===== src/rtl/owsrch_pkg.sv =====
package owsrch_pkg;

  typedef enum logic [2:0] {
    PH_IDLE   = 3'd0,
    PH_ID_ISS = 3'd1,
    PH_ID_WT  = 3'd2,
    PH_CP_ISS = 3'd3,
    PH_CP_WT  = 3'd4,
    PH_WR_ISS = 3'd5,
    PH_WR_WT  = 3'd6
  } phase_e;

  localparam logic [2:0] CODE_NONE = 3'b011;

  function automatic logic [2:0] pack_code(input logic dir, input logic cmp, input logic id);
    return {dir, cmp, id};
  endfunction

endpackage


===== src/rtl/owsrch_rstsync.sv =====
module owsrch_rstsync #(
  parameter int STAGES = 2
) (
  input  logic clk,
  input  logic rst_n,
  output logic rst_ns
);
  logic [STAGES-1:0] sh_q;

  always_ff @(posedge clk or negedge rst_n) begin
    if (!rst_n) sh_q <= '0;
    else        sh_q <= {sh_q[STAGES-2:0], 1'b1};
  end

  assign rst_ns = sh_q[STAGES-1];
endmodule


===== src/rtl/owsrch_pick.sv =====
module owsrch_pick
  import owsrch_pkg::*;
(
  input  logic       id_bit,
  input  logic       cmp_bit,
  input  logic       want_dir,
  output logic       no_resp,
  output logic       dir_take,
  output logic [2:0] code
);
  always_comb begin
    no_resp = id_bit & cmp_bit;
    if (no_resp)              dir_take = 1'b0;
    else if (id_bit ^ cmp_bit) dir_take = id_bit;
    else                      dir_take = want_dir;
    code = pack_code(dir_take, cmp_bit, id_bit);
  end

  always_comb begin
    a_r4_single_follows_id: assert ((id_bit == cmp_bit) || (dir_take == id_bit));
  end
endmodule


===== src/rtl/owsrch_wdog.sv =====
module owsrch_wdog #(
  parameter int CNT_W = 8
) (
  input  logic             clk,
  input  logic             rst_ns,
  input  logic             clr,
  input  logic             run,
  input  logic [CNT_W-1:0] limit,
  output logic             expired
);
  logic [CNT_W-1:0] cnt_q, cnt_d;
  logic             at_lim;

  assign at_lim = (cnt_q >= limit);

  always_comb begin
    cnt_d = cnt_q;
    if (clr)                 cnt_d = '0;
    else if (run && !at_lim) cnt_d = cnt_q + 1'b1;
  end

  always_ff @(posedge clk or negedge rst_ns) begin
    if (!rst_ns) cnt_q <= '0;
    else         cnt_q <= cnt_d;
  end

  assign expired = run & at_lim;

  a_r9_starts_clear: assert property (@(posedge clk) disable iff (!rst_ns)
    clr |=> (cnt_q == '0));
endmodule


===== src/rtl/owsrch_step.sv =====
module owsrch_step
  import owsrch_pkg::*;
#(
  parameter int TMO_W = 8
) (
  input  logic             clk,
  input  logic             rst_n,
  input  logic             step_go,
  input  logic             want_dir,
  input  logic [TMO_W-1:0] tmo_limit,
  output logic             busy,
  output logic             step_done,
  output logic [2:0]       step_code,
  output logic             step_err,
  output logic             bit_req,
  output logic             bit_rd,
  output logic             bit_wval,
  input  logic             bit_done,
  input  logic             bit_rval
);
  localparam int CNT_W = TMO_W;

  logic   rst_ns;
  phase_e ph_q, ph_d;
  logic   id_q, cp_q, want_q;
  logic   id_en, cp_en, want_en;
  logic   done_q, done_d, err_q, err_d;
  logic [2:0] code_q, code_d;
  logic   waiting, issuing, expired;
  logic   cmp_in, no_resp, dir_take;
  logic [2:0] pick_code;

  owsrch_rstsync #(.STAGES(2)) u_rs (
    .clk(clk), .rst_n(rst_n), .rst_ns(rst_ns)
  );

  assign waiting = (ph_q == PH_ID_WT) || (ph_q == PH_CP_WT) || (ph_q == PH_WR_WT);
  assign issuing = (ph_q == PH_ID_ISS) || (ph_q == PH_CP_ISS) || (ph_q == PH_WR_ISS);

  owsrch_wdog #(.CNT_W(CNT_W)) u_wd (
    .clk(clk), .rst_ns(rst_ns), .clr(!waiting), .run(waiting),
    .limit(tmo_limit), .expired(expired)
  );

  assign cmp_in = (ph_q == PH_CP_WT) ? bit_rval : cp_q;

  owsrch_pick u_pick (
    .id_bit(id_q), .cmp_bit(cmp_in), .want_dir(want_q),
    .no_resp(no_resp), .dir_take(dir_take), .code(pick_code)
  );

  always_comb begin
    ph_d    = ph_q;
    done_d  = 1'b0;
    err_d   = 1'b0;
    code_d  = code_q;
    id_en   = 1'b0;
    cp_en   = 1'b0;
    want_en = 1'b0;
    unique case (ph_q)
      PH_IDLE: if (step_go) begin
        ph_d    = PH_ID_ISS;
        want_en = 1'b1;
      end
      PH_ID_ISS: ph_d = PH_ID_WT;
      PH_ID_WT: begin
        if (bit_done) begin
          id_en = 1'b1;
          ph_d  = PH_CP_ISS;
        end else if (expired) begin
          ph_d = PH_IDLE; done_d = 1'b1; err_d = 1'b1; code_d = CODE_NONE;
        end
      end
      PH_CP_ISS: ph_d = PH_CP_WT;
      PH_CP_WT: begin
        if (bit_done) begin
          cp_en = 1'b1;
          if (no_resp) begin
            ph_d = PH_IDLE; done_d = 1'b1; code_d = CODE_NONE;
          end else begin
            ph_d = PH_WR_ISS;
          end
        end else if (expired) begin
          ph_d = PH_IDLE; done_d = 1'b1; err_d = 1'b1; code_d = CODE_NONE;
        end
      end
      PH_WR_ISS: ph_d = PH_WR_WT;
      PH_WR_WT: begin
        if (bit_done) begin
          ph_d = PH_IDLE; done_d = 1'b1; code_d = pick_code;
        end else if (expired) begin
          ph_d = PH_IDLE; done_d = 1'b1; err_d = 1'b1; code_d = CODE_NONE;
        end
      end
      default: ph_d = PH_IDLE;
    endcase
  end

  always_ff @(posedge clk or negedge rst_ns) begin
    if (!rst_ns) begin
      ph_q   <= PH_IDLE;
      done_q <= 1'b0;
      err_q  <= 1'b0;
      code_q <= CODE_NONE;
      id_q   <= 1'b0;
      cp_q   <= 1'b0;
      want_q <= 1'b0;
    end else begin
      ph_q   <= ph_d;
      done_q <= done_d;
      err_q  <= err_d;
      if (done_d)  code_q <= code_d;
      if (id_en)   id_q   <= bit_rval;
      if (cp_en)   cp_q   <= bit_rval;
      if (want_en) want_q <= want_dir;
    end
  end

  assign busy      = (ph_q != PH_IDLE);
  assign bit_req   = issuing;
  assign bit_rd    = (ph_q == PH_ID_ISS) || (ph_q == PH_CP_ISS);
  assign bit_wval  = (ph_q == PH_WR_ISS) & dir_take;
  assign step_done = done_q;
  assign step_code = code_q;
  assign step_err  = err_q;

  a_r1_req_one_cycle: assert property (@(posedge clk) disable iff (!rst_ns)
    bit_req |=> !bit_req);
  a_r1_no_req_idle: assert property (@(posedge clk) disable iff (!rst_ns)
    !busy |-> !bit_req);
  a_r8_done_pulse: assert property (@(posedge clk) disable iff (!rst_ns)
    step_done |=> !step_done);
  a_r9_err_code: assert property (@(posedge clk) disable iff (!rst_ns)
    step_err |-> (step_done && step_code == CODE_NONE));
  a_r3_dir_clears_cmp: assert property (@(posedge clk) disable iff (!rst_ns)
    (step_done && step_code[2]) |-> !step_code[1]);
  a_r4_code_follows_id: assert property (@(posedge clk) disable iff (!rst_ns)
    (step_done && (step_code[1] ^ step_code[0])) |-> (step_code[2] == step_code[0]));
  a_r7_go_ignored_busy: assert property (@(posedge clk) disable iff (!rst_ns)
    (step_go && busy) |=> (busy || step_done));
  a_r2_none_no_write: assert property (@(posedge clk) disable iff (!rst_ns)
    (step_done && !step_err && step_code == CODE_NONE) |-> !$past(bit_req));
endmodule


===== config.mk =====
export PLATFORM = sky130hd
export DESIGN_NAME = owsrch_step
export DESIGN_NICKNAME = d
export VERILOG_FILES = /design/src/rtl/owsrch_pkg.sv /design/src/rtl/owsrch_rstsync.sv /design/src/rtl/owsrch_pick.sv /design/src/rtl/owsrch_wdog.sv /design/src/rtl/owsrch_step.sv
export SDC_FILE = /design/constraint.sdc
export NUM_CORES = 1
export LEC_CHECK = 0
export BUFFER_PORTS_ARGS = -buffer_cell sky130_fd_sc_hd__buf_4
export CORE_MARGIN = 4
export CORE_UTILIZATION = 54
export DETAILED_ROUTE_END_ITERATION = 8
export HOLD_SLACK_MARGIN = 0.03
export PLACE_DENSITY = 0.84
export SLEW_MARGIN = 20
export SYNTH_ARGS = -nofsm -noshare
export SYNTH_HDL_FRONTEND = slang
export SYNTH_SLANG_ARGS = --single-unit

===== constraint.sdc =====
create_clock -name clk -period 3.45 [get_ports clk]
set_clock_uncertainty 0.2 [all_clocks]
set_input_delay 0.69 -clock clk [delete_from_list [all_inputs] [get_ports clk]]
set_output_delay 0.69 -clock clk [all_outputs]
set_load 0.02 [all_outputs]

After elaboration in Yosys (flattened, before gate mapping)

Index checks and enable logic that the tools add are counted.

Flip-flop bits (word level): 21
Input bits: 14
Output and inout bits: 9
Logic and storage cells: 66

$add $sub $neg: 1
$lt $le $gt $ge: 1
Equal/unequal tests: 10
Muxes and demuxes: 30
Bitwise gates (word level): 4
Reductions and logical operators: 11

Operator list:

| operator                                      | count |
|---|---|
| two-way mux 3 bit                             | 11 |
| one-hot mux 3 bit (7 select lines)            | 1 |
| two-way mux 8 bit                             | 2 |
| two-way mux 1 bit                             | 14 |
| == test 3 bit, second input constant          | 3 |
| one-hot mux 3 bit (3 select lines)            | 1 |
| adder 8 x 1 -> 8 bit, second input constant   | 1 |
| greater-or-equal comparator 8 bit             | 1 |
| == test 3 x 2 -> 1 bit, second input constant | 2 |
| inequality test 2 bit, second input constant  | 3 |
| nonzero test 3 bit                            | 2 |
| logical OR 1 bit                              | 4 |
| AND reduction 4 bit                           | 1 |
| bitwise AND 1 bit                             | 3 |
| == test 3 x 1 -> 1 bit, second input constant | 1 |
| logical NOT 3 bit                             | 1 |
| inequality test 3 bit, second input constant  | 1 |
| one-hot mux 1 bit (3 select lines)            | 1 |
| OR reduction 3 bit                            | 1 |
| logical AND 1 bit                             | 1 |
| logical NOT 1 bit                             | 1 |
| bitwise XOR 1 bit                             | 1 |

Longest topological paths before layout

Gate-level depths: netlist (run 1).

Depth after elaboration: 8
Mapped depth: 9
Gate-level depth less buffers: 8

Hierarchy

A second synthesis (run 1) with hierarchy kept.

Cell total of the unflattened synthesis: 141
Area, all modules: 1411.4 sq um

By module, submodules not included:

| module         | times used | cells each | area each (sq um) | seq. area each (sq um) |
|---|---|---|---|---|
| owsrch_step    | 1          | 65         | 669.4             | 277.8 |
| owsrch_wdog    | 1          | 67         | 639.4             | 200.2 |
| owsrch_rstsync | 1          | 3          | 53.8              | 50.0 |
| owsrch_pick    | 1          | 6          | 48.8              | 0.0 |

Least setup slack after synthesis (run 1)

OpenSTA, ideal clock, no wires.

Path type: flip-flop to output port
From: register ph_q[2]
To: output bit_wval
Arrival time: 1975 ps
Required time: 2560 ps
Path slack: 585 ps
Stages on the path, launching flop included: 8
Cell sequence: dfrtp_1 clkbuf_1 nor3b_1 mux2_2 ha_1 mux2i_1 nor2_1 and4_1

Longest elaborated chain between the ends: 6
Elaborated cells between the ends (all ways): 8

Ends and longest elaborated chain:

| what                     | line               | text |
|---|---|---|
| start: declaration       | owsrch_step.sv:24  | `phase_e ph_q, ph_d;` |
| start signal: assignment | owsrch_step.sv:109 | `ph_q <= ph_d;` |
| == test 3 bit            | owsrch_step.sv:45  | `assign cmp_in = (ph_q == PH_CP_WT) ? bit_rval : cp_q;` |
| two-way mux 1 bit        | owsrch_step.sv:45  |  |
| bitwise XOR 1 bit        | owsrch_pick.sv:14  | `else if (id_bit ^ cmp_bit) dir_take = id_bit;` |
| two-way mux 1 bit        | owsrch_pick.sv:14  |  |
| two-way mux 1 bit        | owsrch_pick.sv:13  | `if (no_resp) dir_take = 1'b0;` |
| bitwise AND 1 bit (*)    | owsrch_step.sv:122 | `assign bit_wval = (ph_q == PH_WR_ISS) & dir_take;` |
| end: declaration         | owsrch_step.sv:17  | `output logic bit_wval,` |

Every way passes the cells marked *; elsewhere a longest branch is shown, timed or not.

Worst setup path after layout (run 1)

From: register ph_q[1]
To: output bit_wval

The elaborated chain is that of the path after synthesis.

==> summary.md, run 1 <==
| Metric | Value |
|---|---|
| Final net count | ~180 |
| Max-cap violation count | 0 |
| Vias per cell | 6.053 |
| Sequential area share after synthesis | 0.4097 |
| First-pass GRT wire length | about 4800 um |
| Final setup viols | 0 |
| Most common cell in the synthesized netlist | dfrtp_1 |
| P_leak | around 0.75 nW |
| Share of cells above drive strength 1 | 0.2453 |
| Critical path peak fanout | 11 |
| IR Drop Worst-Case VDD | about 520 uV |
| Hold crit path type | reg2async |
| Stages on worst setup path | 7 |
| Vias | approximately 1,100 |
| Core Rows | 17 |
| Drc violations | 0 |
| Final instance area | 1501 um2 |
| Cell Chain, Critical Path | nor3b_1 > mux2_2 > ha_1 > mux2i_1 > nor2_1 > and4_1 > buf_4 |
| Slew headroom | 0.5089 |
| Vias in the first global route | between 1,000 and 1,500 |
| Final setup TNS | 0 ns |
| Dominant cells by area after synthesis | dfrtp_1 (37%), ha_1 (9.7%), a21oi_1 (4.3%) |
| Crit start category | flip-flop |
| Area of the core | 2233 um2 |
| Period Utilization, post-route | 0.9425 |
| EDFF count, synth | 0 |
| DIE AREA | around 3200 um2 |
| Total grt overflow | 0 |
| Post-route ant nets | 0 |
| Worst setup EP type | primary output |
| Tmin final | ~3.3 ns |
| Outcome | finished, final reports clean |
| Initial antenna violation count | 0 |
| Synth warnings | 0 |
| Seq. cell area | about 530 um2 |
| DP Area | roughly 1500 um2 |
| Max Clk Rate | around 0.31 GHz |
| Clk sinks | 21 |
| Die H | between 50 and 60 um |
| Initial core utilization | 0.5770 |
| Worst path bufs/invs | 1 |
| # Post-CTS Setup Buffers | 0 |
| Fillers | around 190 |
| Top_reg_cell synth | dfrtp_1 |
| Post-Syn Area per Cell | around 9 um2 |
| Pin count of the biggest net entering global routing | 20 |
| Final Hold Viols | 0 |
| RSZ-0062 raised after global routing | false |
| Final Util | 0.6723 |
| Port Buf Inserts | 22 |
| Ant diodes | 0 |
| Area leader, netlist | dfrtp_1 |
| Die width | around 57 um |
| CP required | roughly 2.6 ns |
| Routed wire length | between 2000 and 3000 um |
| WHS | ~0.11 ns |
| Synth cell types | 38 |
| Post-Syn Area | ~1300 um2 |
| Slew Limit Fails | 0 |
| TritonCTS Buffers | 3 |
| Area of the multi-input gates | 696.9 um2 |
| CTS HTree Levels | 1 |
| Crit-path leading delay family | multiplexers |
| CTS tree | done |
| CP max-delay cell | dfrtp_1 |
| Crit path arrival time | roughly 2.4 ns |
| Area Growth Syn to Fin | 16.50% |
| Commonest cells post-synth | dfrtp_1 (19), a21oi_1 (11), nor2_1 (11) |
| I/O Pins | 23 |
| Worst Setup Path Type | reg2out |
| Clock buffer depth | 2 |
| Pwr Density | 643.7 nW/um2 |
| Worst slew pin tran | about 0.74 ns |
| Iter 0 DRT Violations | 50 |
| Clock Latency Late Sink | about 0.3 ns |
| Post-Syn Instances | around 140 |
| Flops & latches, synth | 21 |
| Max incr delay on CP | between 0.5 and 0.6 ns |
| CTS Root Cell | clkbuf_4 |
| Gp weighted congestion | 0.8452 |
| Total track usage | 0.1898 |
| DRT Pass-1 Iters | 4 |
| FF-to-FF path depth | 6 |
| HPWL Detailed | about 2100 um |
| Clock transition at the registers of the reported paths | approximately 0.11 ns |
| Routed len/inst | 14.45 um |
| Net count after synthesis | 163 |
| Post-synth ARST share | 1.000 |
| Area share of the largest cell type after synthesis | 0.3689 |
==> through the flow <==
stage	setup WS (ns)	total power, mW	std cells
3_3_place_gp	0.5837	0.8276	182
3_5_place_dp	0.4965	0.8503	182
5_1_grt	0.05190	1.056	187
4_1_cts	0.1524	0.9693	187
2_1_floorplan	0.5850	0.7176	139
6_report	0.1983	0.9665	187
==> final timing paths <==
path | slack, ns | endpoint | from
worst max-delay path | 0.20 | bit_wval | ph_q[1]
worst min-delay path | 0.11 | u_wd.cnt_q[3] | u_rs.sh_q[1]
worst max register to register | 0.91 | ph_q[2] | u_wd.cnt_q[1]
worst min register to register | 0.11 | u_wd.cnt_q[3] | u_rs.sh_q[1]
max in group asynchronous | 2.43 | ph_q[2] | u_rs.sh_q[1]
min in group clk | 0.16 | u_rs.sh_q[1] | u_rs.sh_q[0]
==> placed cells by master (no fill, tap or decap), types with 2 or more instances in the layout <==
cell type,count
a21oi_1,11
a31oi_1,3
and4_1,2
buf_4,22
clkbuf_4,3
dfrtp_1,17
dfrtp_2,2
dfstp_2,2
ha_1,10
inv_1,9
mux2_2,4
mux2i_1,3
nand2_1,7
nand3_1,3
nand4_1,5
nor2_1,11
nor2b_1,4
o21ai_0,8
o21ai_1,2
o22ai_1,2
or2_2,2
or3_1,8
==> per-layer routing <==
| metal | vias up | routed length (um) | part of all wire | track usage |
|---|---|---|---|---|
| met5 | - | 0 | 0 | 0 |
| met4 | 0 | 47 | 0.017 | 0.08609 |
| met3 | 7 | 132 | 0.049 | 0.03678 |
| met2 | 32 | 1400 | 0.52 | 0.3185 |
| met1 | 548 | 1121 | 0.41 | 0.2335 |
| li1 | 545 | - | - | - |
==> kinds of logic (layout without fill, tap and decap cells) <==
group | count (synthesis) | in the layout | synth area share
mux | 7 | 7 | 0.05825
flops | 21 | 21 | 0.4097
fa+ha+maj | 10 | 10 | 0.09709
other cells | 1 | 1 | 0.002910
simple gates | 48 | 48 | 0.2078
compound gates | 35 | 35 | 0.1748
buf+inv | 17 | 37 | 0.04951
==> state kept, by name (all words and copies together) (netlist names) <==
signal and count:
u_wd.cnt_q 8, step_code 3, step_err 1, want_q 1, id_q 1, step_done 1
cp_q 1, u_rs.sh_q 2, ph_q 3
==> repair_timing <==
| item | CTS | global route |
|---|---|---|
| endpoints found under the hold margin | 2 | 0 |
| endpoints found under the setup margin | 0 | 1 |
| hold buffers | 1 | 0 |
| resized for setup | 0 | 2 |
==> power breakdown <==
part	internal, mW	total (mW)	switching, mW
logic	0.206	0.429	0.223
registers	0.322	0.421	0.0986
clock network	0.0451	0.117	0.0715
==> worst register-to-register path: stages (launching register included) <==
cell     delay (ns)
dfrtp_1        0.45
ha_1           0.30
nor2b_1        0.13
o211a_1        0.22
o311a_1        0.49
or4_1          0.51
a31oi_1        0.17
==> final cells by class <==
type / count / area share
multi-input combinational: 101 / 0.4642
sequential: 21 / 0.3533
timing repair buffer: 23 / 0.1167
inverter: 10 / 0.02500
tap: 28 / 0.02333
clock buffer: 4 / 0.01750
No activity file was read; power rests on OpenSTA's default activity.
==> run 2, diff against run 1 <==
- CORE_UTILIZATION: 54 -> 45
- PLACE_DENSITY: 0.84 -> 0.73
==> run 2 against run 1 <==
  * First-iteration DRC count is 12% lower
  * Sequential power down 1%
  * Via count shrank 1.1%
  * Critical path depth stayed put
  * Power shrank 0.41%
  * Critical endpoint unchanged
  * Count of clock-buffer cells in the layout stayed put
  * Largest power group unchanged
  * Critical path type unchanged
  * Highest routed layer unchanged
  * Worst setup slack got worse by 0.013 ns
==> summary.md, run 2 (same netlist as run 1, synthesis figures left out) <==
| Metric | Value |
|---|---|
| Outcome | finished, final reports clean |
| Seq. cell area | 528.0 um2 (-0.47%) |
| Worst path bufs/invs | 1 (unchanged) |
| Total track usage | 0.1563 (-0.03345) |
| Final Util | 0.5449 (-0.1274) |
| Worst slew pin tran | 0.7435 ns (+0.006774 ns) |
| Cell Chain, Critical Path | nor3b_1 > mux2_2 > ha_1 > mux2i_1 > nor2_1 > and4_1 > buf_4 |
| CP required | 2.56 ns (about the same) |
| Most used routing layer in global routing | met2 |
| Share of cells above drive strength 1 | 0.2327 (-0.01258) |
| Die H | 61.52 um (+8.2%) |
| Ant diodes | 0 (unchanged) |
| Crit path arrival time | 2.37 ns (about the same) |
| RSZ-0062 raised after global routing | false |
| Critical path peak fanout | 19 (+8) |
| Design Power | 0.9626 mW (-0.41%) |
| P_leak | 0.7564 nW (+0.33%) |
| Area Growth Syn to Fin | 16.60% (about the same) |
| Hold crit path type | reg2async |
| CTS tree | done |
| Final net count | 184 (unchanged) |
| Clock Latency Late Sink | 0.30 ns (about the same) |
| Worst Setup Path Type | reg2out |
| Largest register FFs | 8 (unchanged) |
| Final instance area | 1503 um2 (about the same) |
| Vias in the first global route | 1,004 (-12%) |
| Max Clk Rate | 0.3063 GHz (-0.40%) |
| Met3 usage | 0.03145 (-0.005335) |
| CTS HTree Levels | 1 (unchanged) |
| Pin count of the biggest net entering global routing | 20 (unchanged) |
| Most frequent cells in the layout | buf_4 (22), dfrtp_1 (19), nor2_1 (11), a21oi_1 (11), ha_1 (10) |
| I/O Pins | 23 (unchanged) |
| Slew headroom | 0.5043 (-0.004516) |
| Post-Place Setup Slack | 0.5436 ns (+0.04714 ns) |
| Clock buffer depth | 2 (unchanged) |
| Vias per cell | 5.895 (-2.6%) |
| WHS | 0.1154 ns (+0.003972 ns) |
| Drc violations | 0 (unchanged) |
| Max incr delay on CP | 0.56 ns (+0.04 ns) |
| IR Drop Worst-Case VDD | 543.3 uV (+5.0%) |
| Slew Limit Fails | 0 (unchanged) |
| HPWL Detailed | 2050 um (-2.4%) |
| Crit-path leading delay family | flip-flops |
| Pwr Density | 640.6 nW/um2 (-0.49%) |
| DIE AREA | 3784 um2 (+17%) |
| Final worst slack | 0.1853 ns (-0.01300 ns) |
| Vias | 1,120 (-1.1%) |
| Clk sinks | 21 (unchanged) |
| Die width | 61.52 um (+8.2%) |
| CTS resizes | 0 (unchanged) |
| Port Buf Inserts | 22 (unchanged) |
| Final setup viols | 0 (unchanged) |
| Tmin final | 3.265 ns (+0.01301 ns) |
| Crit start category | flip-flop |
| Clock transition at the registers of the reported paths | 0.11 ns (about the same) |
| Routed wire length | 2638 um (-2.4%) |
| Met1 Usage GRT | 0.2058 (-0.02776) |
| Post-Layout Cell Count | 190 (+1.6%) |
| Core Rows | 19 (+2) |
| CP max-delay cell | dfrtp_1 |
| First-pass GRT wire length | 4409 um (-9.0%) |
| DRT Pass-1 Iters | 4 (unchanged) |
| Most common cell after layout, fill and taps aside | buf_4 |
| Initial core utilization | 0.4673 (-0.1097) |
| Final Hold Viols | 0 (unchanged) |
| Initial antenna violation count | 0 (unchanged) |
| Total grt overflow | 0 (unchanged) |
| Grt met2 use | 0.2601 (-0.05839) |
| Biggest register | u_wd.cnt_q |
| Max-cap violation count | 0 (unchanged) |
| Placed cells | 185 (+1.6%) |
| Area of the core | 2758 um2 (+23%) |
| Reg2Reg Setup Slack | 0.90 ns (about the same) |
| Final setup TNS | 0 ns (unchanged) |
| Post-route ant nets | 0 (unchanged) |
| Iter 0 DRT Violations | 44 (-12%) |
| Area of the multi-input gates | 696.9 um2 (unchanged) |
| DP Area | 1466 um2 (+0.26%) |
| Routed len/inst | 13.88 um (-3.9%) |
| TritonCTS Buffers | 3 (unchanged) |
| Period Utilization, post-route | 0.9463 (+0.003770) |
| CTS Root Cell | clkbuf_4 |
| Gp weighted congestion | 0.8570 (+1.4%) |
| Worst setup EP type | primary output |
| Fillers | 250 (+34%) |
run 2: changes by cell type in the layout (fill, tap and decap cells not counted):
cell,previous run,this run
dfrtp_2,2,0
dfrtp_1,17,19
run 2: worst paths after layout:
check                                    from       endpoint  cells after the start
worst max-delay path                  ph_q[0]       bit_wval                      7
worst min-delay path             u_rs.sh_q[1]  u_wd.cnt_q[2]                      0
worst max register to register  u_wd.cnt_q[1]        ph_q[2]                      6
worst min register to register   u_rs.sh_q[1]  u_wd.cnt_q[2]                      0
max in group asynchronous        u_rs.sh_q[1]  u_wd.cnt_q[5]                      0
min in group clk                 u_rs.sh_q[0]   u_rs.sh_q[1]                      0
run 2: what timing repair did:
item / in CTS / in global routing
endpoints found under the hold margin: 2 / 0
hold buffers: 1 / 0
setup buffers: 0 / 0
run 2: area by class of cell:
class | count | share of cell area
multi-input cells | 101 | 0.4638
flip-flops and latches | 21 | 0.3514
repair buffers | 23 | 0.1166
well taps | 31 | 0.02581
inverters | 10 | 0.02498
clock buffers | 4 | 0.01749
run 2: where the power goes:
group	switching, mW	total [mW]	internal [mW]
clock network	0.0740	0.119	0.0451
registers	0.0968	0.416	0.320
logic	0.223	0.427	0.204
run 2: per-layer routing:
| metal | wire (um) | share of wire |
|---|---|---|
| met5 | 0 | 0 |
| met4 | 31 | 0.012 |
| met3 | 108 | 0.041 |
| met2 | 1327 | 0.50 |
| met1 | 1171 | 0.44 |
run 2: worst register-to-register path, cell delays in order, from the launching register on:
cell,delay [ns]
dfrtp_1,0.46
ha_1,0.31
nor2b_1,0.13
o211a_1,0.21
o311a_1,0.48
or4_1,0.52
a31oi_1,0.17
